==> src/rtl/vfd_pkg.sv <==
package vfd_pkg;

    localparam int unsigned VFD_GRIDS     = 3;
    localparam int unsigned VFD_ANODES    = 29;
    localparam int unsigned VFD_OUTS      = VFD_GRIDS + VFD_ANODES;
    localparam int unsigned VFD_SHIFT_LEN = 32;

    // entry k: 0-based shift position feeding output k (grids first, then anodes)
    typedef int unsigned pos_tbl_t [VFD_OUTS];

    localparam pos_tbl_t VFD_IDENT_POS = '{
        0,  1,  2,  3,  4,  5,  6,  7,
        8,  9,  10, 11, 12, 13, 14, 15,
        16, 17, 18, 19, 20, 21, 22, 23,
        24, 25, 26, 27, 28, 29, 30, 31
    };

endpackage

==> src/rtl/vfd_edge_sync.sv <==
module vfd_edge_sync #(
    parameter int unsigned W      = 3,
    parameter int unsigned STAGES = 2
) (
    input  logic         clk,
    input  logic         rst_n,
    input  logic [W-1:0] async_i,
    output logic [W-1:0] level_o,
    output logic [W-1:0] rise_o,
    output logic [W-1:0] fall_o
);

    typedef struct packed {
        logic [STAGES-1:0][W-1:0] pipe;
        logic [W-1:0]             prev;
    } sync_st_t;

    sync_st_t st_d, st_q;

    always_comb begin
        st_d         = st_q;
        st_d.pipe[0] = async_i;
        for (int s = 1; s < int'(STAGES); s++) begin
            st_d.pipe[s] = st_q.pipe[s-1];
        end
        st_d.prev = st_q.pipe[STAGES-1];
    end

    always_ff @(posedge clk or negedge rst_n) begin
        if (!rst_n) st_q <= '0;
        else        st_q <= st_d;
    end

    assign level_o = st_q.pipe[STAGES-1];
    assign rise_o  = level_o & ~st_q.prev;
    assign fall_o  = ~level_o & st_q.prev;

endmodule

==> src/rtl/vfd_shift_latch.sv <==
module vfd_shift_latch #(
    parameter int unsigned SHIFT_LEN = 32
) (
    input  logic                 clk,
    input  logic                 rst_n,
    input  logic                 shift_i,
    input  logic                 fall_i,
    input  logic                 dat_i,
    input  logic                 stb_i,
    output logic [SHIFT_LEN-1:0] lat_o,
    output logic                 casc_o
);

    typedef struct packed {
        logic [SHIFT_LEN-1:0] sr;
        logic [SHIFT_LEN-1:0] lat;
        logic                 casc;
    } sl_st_t;

    sl_st_t st_d, st_q;

    always_comb begin
        st_d = st_q;
        if (shift_i) st_d.sr   = {dat_i, st_q.sr[SHIFT_LEN-1:1]};
        if (fall_i)  st_d.casc = st_q.sr[0];
        if (stb_i)   st_d.lat  = st_d.sr;
    end

    always_ff @(posedge clk or negedge rst_n) begin
        if (!rst_n) st_q <= '0;
        else        st_q <= st_d;
    end

    assign lat_o  = st_q.lat;
    assign casc_o = st_q.casc;


    sr_shift_chk: assert property (@(posedge clk) disable iff (!rst_n)
        shift_i |=> (st_q.sr[SHIFT_LEN-2:0] == $past(st_q.sr[SHIFT_LEN-1:1])));


    sr_idle_chk: assert property (@(posedge clk) disable iff (!rst_n)
        !shift_i |=> $stable(st_q.sr));


    casc_hold_chk: assert property (@(posedge clk) disable iff (!rst_n)
        !fall_i |=> $stable(casc_o));


    lat_follow_chk: assert property (@(posedge clk) disable iff (!rst_n)
        stb_i |=> (lat_o == st_q.sr));


    lat_hold_chk: assert property (@(posedge clk) disable iff (!rst_n)
        !stb_i |=> $stable(lat_o));

endmodule

==> src/rtl/vfd_out_map.sv <==
module vfd_out_map
    import vfd_pkg::*;
#(
    parameter int unsigned SHIFT_LEN = VFD_SHIFT_LEN,
    parameter pos_tbl_t    OUT_POS   = VFD_IDENT_POS
) (
    input  logic [SHIFT_LEN-1:0]  lat_i,
    input  logic                  grid_en_i,
    output logic [VFD_GRIDS-1:0]  grid_o,
    output logic [VFD_ANODES-1:0] anode_o
);

    // elaboration checks on the routing table
    for (genvar i = 0; i < int'(VFD_OUTS); i++) begin : g_range
        if (OUT_POS[i] >= SHIFT_LEN) begin : g_bad
            $error("output %0d routed to shift position %0d beyond the register", i, OUT_POS[i]);
        end
        for (genvar j = i + 1; j < int'(VFD_OUTS); j++) begin : g_pair
            if (OUT_POS[i] == OUT_POS[j]) begin : g_dup
                $error("outputs %0d and %0d share shift position %0d", i, j, OUT_POS[i]);
            end
        end
    end

    for (genvar g = 0; g < int'(VFD_GRIDS); g++) begin : g_grid
        localparam int unsigned P = OUT_POS[g];
        assign grid_o[g] = lat_i[P] & grid_en_i;
    end

    for (genvar a = 0; a < int'(VFD_ANODES); a++) begin : g_anode
        localparam int unsigned P = OUT_POS[VFD_GRIDS + a];
        assign anode_o[a] = lat_i[P];
    end

endmodule

==> src/rtl/vfd_serial_core.sv <==
module vfd_serial_core
    import vfd_pkg::*;
#(
    parameter int unsigned SHIFT_LEN   = VFD_SHIFT_LEN,
    parameter int unsigned SYNC_STAGES = 2,
    parameter pos_tbl_t    OUT_POS     = VFD_IDENT_POS
) (
    input  logic                  clk,
    input  logic                  rst_n,
    input  logic                  ser_clk_i,
    input  logic                  ser_dat_i,
    input  logic                  strobe_i,
    input  logic                  grid_en_i,
    output logic [VFD_GRIDS-1:0]  grid_o,
    output logic [VFD_ANODES-1:0] anode_o,
    output logic                  cascade_o
);

    localparam int unsigned IN_W  = 3;
    localparam int unsigned I_CLK = 0;
    localparam int unsigned I_DAT = 1;
    localparam int unsigned I_STB = 2;

    logic [IN_W-1:0]      in_lvl, in_rise, in_fall;
    logic [SHIFT_LEN-1:0] lat;

    vfd_edge_sync #(
        .W      (IN_W),
        .STAGES (SYNC_STAGES)
    ) u_sync (
        .clk     (clk),
        .rst_n   (rst_n),
        .async_i ({strobe_i, ser_dat_i, ser_clk_i}),
        .level_o (in_lvl),
        .rise_o  (in_rise),
        .fall_o  (in_fall)
    );

    vfd_shift_latch #(
        .SHIFT_LEN (SHIFT_LEN)
    ) u_core (
        .clk     (clk),
        .rst_n   (rst_n),
        .shift_i (in_rise[I_CLK]),
        .fall_i  (in_fall[I_CLK]),
        .dat_i   (in_lvl[I_DAT]),
        .stb_i   (in_lvl[I_STB]),
        .lat_o   (lat),
        .casc_o  (cascade_o)
    );

    vfd_out_map #(
        .SHIFT_LEN (SHIFT_LEN),
        .OUT_POS   (OUT_POS)
    ) u_map (
        .lat_i     (lat),
        .grid_en_i (grid_en_i),
        .grid_o    (grid_o),
        .anode_o   (anode_o)
    );


    grid_off_chk: assert property (@(posedge clk) disable iff (!rst_n)
        !grid_en_i |-> (grid_o == '0));


    anode_steady_chk: assert property (@(posedge clk) disable iff (!rst_n)
        $stable(lat) |-> $stable(anode_o));

endmodule

==> config.mk <==
export PLATFORM = sky130hd
export DESIGN_NAME = vfd_serial_core
export DESIGN_NICKNAME = d
export VERILOG_FILES = /design/src/rtl/vfd_pkg.sv /design/src/rtl/vfd_edge_sync.sv /design/src/rtl/vfd_shift_latch.sv /design/src/rtl/vfd_out_map.sv /design/src/rtl/vfd_serial_core.sv
export SDC_FILE = /design/constraint.sdc
export NUM_CORES = 1
export LEC_CHECK = 0
export ABC_AREA = 1
export CAP_MARGIN = 20
export CORE_ASPECT_RATIO = 1.5
export CORE_MARGIN = 3
export CORE_UTILIZATION = 49
export CTS_BUF_LIST = sky130_fd_sc_hd__clkbuf_8
export DETAILED_ROUTE_END_ITERATION = 8
export PLACE_DENSITY = 0.74
export REMOVE_ABC_BUFFERS = 1
export SLEW_MARGIN = 20
export SYNTH_ARGS = -nofsm -noshare
export SYNTH_HDL_FRONTEND = slang
export SYNTH_SLANG_ARGS = --single-unit
==> constraint.sdc <==
create_clock -name clk -period 2.6 [get_ports clk]
set_input_delay 0.65 -clock clk [delete_from_list [all_inputs] [get_ports clk]]
set_output_delay 0.65 -clock clk [all_outputs]
set_load 0.005 [all_outputs]
==> results.json <==
{
  "drt_iter0_markers": 105,
  "cp-startpoint": "grid_en_i",
  "clk_latency_ps": 340,
  "rrSetupSlack_ps": 1060,
  "slew_viol_final": 0,
  "portBuffers": 38,
  "post-dp-hpwl_um": 3300,
  "hold_ws_ps": 310,
  "tightest_slew_ps": 961,
  "p_total_w": 0.00272,
  "antenna_found_initial": 0,
  "reg2reg_from": "u_sync.level_o[0]",
  "max_slew_margin_pct": 35.8,
  "grtUsageTotal_pct": 15.9,
  "fin_crit_sh_pct": 91.9,
  "ir_drop_mv": 0.409,
  "place_congestion": 0.724,
  "diodes": 0,
  "postCtsSetupBuffers": 0,
  "max_freq_mhz": 419,
  "setup_viol": 0,
  "synth_cells": 355,
  "cap_violations": 0,
  "syn_area_um2": 3260,
  "hp-class": "input port to async pin",
  "wl_per_cell_um": 12.1,
  "r2r_cells": 3,
  "final_layout_size_suffix_gt1_share_pct": 6.27,
  "drc": 0,
  "chipWidth_um": 72.6,
  "synth_largest_area_cell": "dfrtp_1",
  "met2_usage_pct": 25.7,
  "clockBufferDepth": 2,
  "cp-end-kind": "output pin",
  "crit_path_start_kind": "input port",
  "grt_pass1_wl_um": 9400,
  "tns_ps": 0,
  "finalCriticalPeriod_ps": 2390,
  "busiest_layer": "met2",
  "yosysSeqAreaShare_pct": 55.3,
  "antenna_left": 0,
  "grt_max_degree": 73,
  "initial_utilization_pct": 51.7,
  "row_count": 35,
  "core_area_um2": 6310,
  "use_met1_pct": 19.2,
  "via_per_inst": 4.80,
  "synth_cell_types": 14,
  "ctsHtreeMaxLevel": 3,
  "area_growth_pct": 9.29,
  "layout_setup_ws_ps": 212,
  "p_leak_nw": 1.80,
  "syn_avg_cell_area_um2": 9.18,
  "dr.pass1.iters": 4,
  "rsz0062_at_grt": "false",
  "crit_end": "grid_o[2]",
  "io_pins": 39,
  "r2r_end": "u_core.st_q[51]",
  "final_common_cell": "nand2_1",
  "yosys_warnings": 0,
  "setup.worst_path.class": "input port to output pin",
  "ys_seq_elements": 72,
  "cp.arrival_ps": 1740,
  "cts_root_buf": "clkbuf_8",
  "gr-total-overflow": 0,
  "fin_nets": 368,
  "cts_sinks": 72,
  "cts_hold_buffers": 0,
  "grt_util_met3_pct": 5.11,
  "cts-resized-gates": 0,
  "synth_top_area_share_pct": 55.3,
  "fp.dieArea_um2": 7690,
  "worstPathRequired_ps": 1950,
  "pre_cts_slack_ps": 212,
  "finClkSkew_ps": 5.79,
  "p_per_area_nw_per_um2": 763,
  "clk_pin_slew_ps": 70,
  "dr_total_vias": 2115,
  "wl_um": 5350,
  "synth.area.top_cells": "dfrtp_1 (55%), nand2_1 (11%), nand3_1 (9.8%)",
  "first_global_vias": 2085,
  "cts_tree": "built",
  "cts_made_buffers": 9,
  "hold_viol_final": 0,
  "status": "finished, final reports clean",
  "final_util_pct": 56.5,
  "path_max_fanout": 3,
  "die_h_um": 106,
  "final_cell_mix": "nand2_1 (99), dfrtp_1 (72), nand3_1 (64)"
}
-- registers in the layout (all words and copies together), names as in the netlist --
name and flops:
u_sync.level_o 3, u_sync.st_q 1, u_core.st_q 32, u_core.lat_o 32
u_core.casc_o 1, u_sync.st_d 3
-- cell usage after synthesis --
library cell and instances:
nand2_1 99, nor2_1 1, clkbuf_8 3, nand3_1 64, nor2_4 1, inv_2 1
and2_1 32, buf_4 29, nand2_4 1, buf_6 10, inv_1 37, buf_2 4
a21oi_1 1, dfrtp_1 72
-- critical path, stage by stage --
cell             delay (ps)
clkdlybuf4s50_1         490
nand2_1                  60
inv_1                    50
clkdlybuf4s50_1         490
-- cell type report --
class	count	area [um2]
Clock inverter	4	18.8
Tap cell	74	92.6
Multi-Input combinational cell	199	923
Sequential cell	72	1800
Timing Repair Buffer	42	418
Fill cell	576	2740
Inverter	38	143
Clock buffer	12	165
-- power breakdown --
part	internal, W	switching (W)	total [W]
combinational	0.000278	0.000261	0.000539
clock	0.000416	0.000387	0.000803
sequential	0.00130	0.0000749	0.00138
total	0.00200	0.000722	0.00272
-- worst min-delay path by stage --
stage              startpoint  slack (ps)  cells past startpoint                end
2_1_floorplan  u_sync.st_d[6]         330                      0  u_sync.level_o[0]
3_3_place_gp   u_sync.st_d[8]         330                      0  u_sync.level_o[2]
3_5_place_dp   u_sync.st_d[6]         340                      0  u_sync.level_o[0]
4_1_cts                 rst_n         330                      2   u_core.lat_o[12]
5_1_grt                 rst_n         340                      2   u_core.lat_o[14]
6_report                rst_n         310                      2   u_core.lat_o[14]
-- per-stage QoR --
step / cell area (um2) / std cells
2_1_floorplan: 2870 / 309
3_3_place_gp: 3380 / 425
3_5_place_dp: 3380 / 425
4_1_cts: 3560 / 441
5_1_grt: 3560 / 441
6_report: 3560 / 441
-- cells by family (layout without fill, tap and decap cells) --
family | Yosys count | in the layout | synth area share (%)
buffers and inverters | 84 | 96 | 16.4
AO/OA/AOI/OAI | 1 | 1 | 0.153
flip-flops | 72 | 72 | 55.3
AND/OR/NAND/NOR | 198 | 198 | 28.2
-- metal layers --
layer	wire length (um)	share of wire (%)
met2	2660	50
met1	2400	45
met4	93	1.7
met5	0	0
met3	200	3.7
Note: power is estimated with default switching activity, not from simulation.
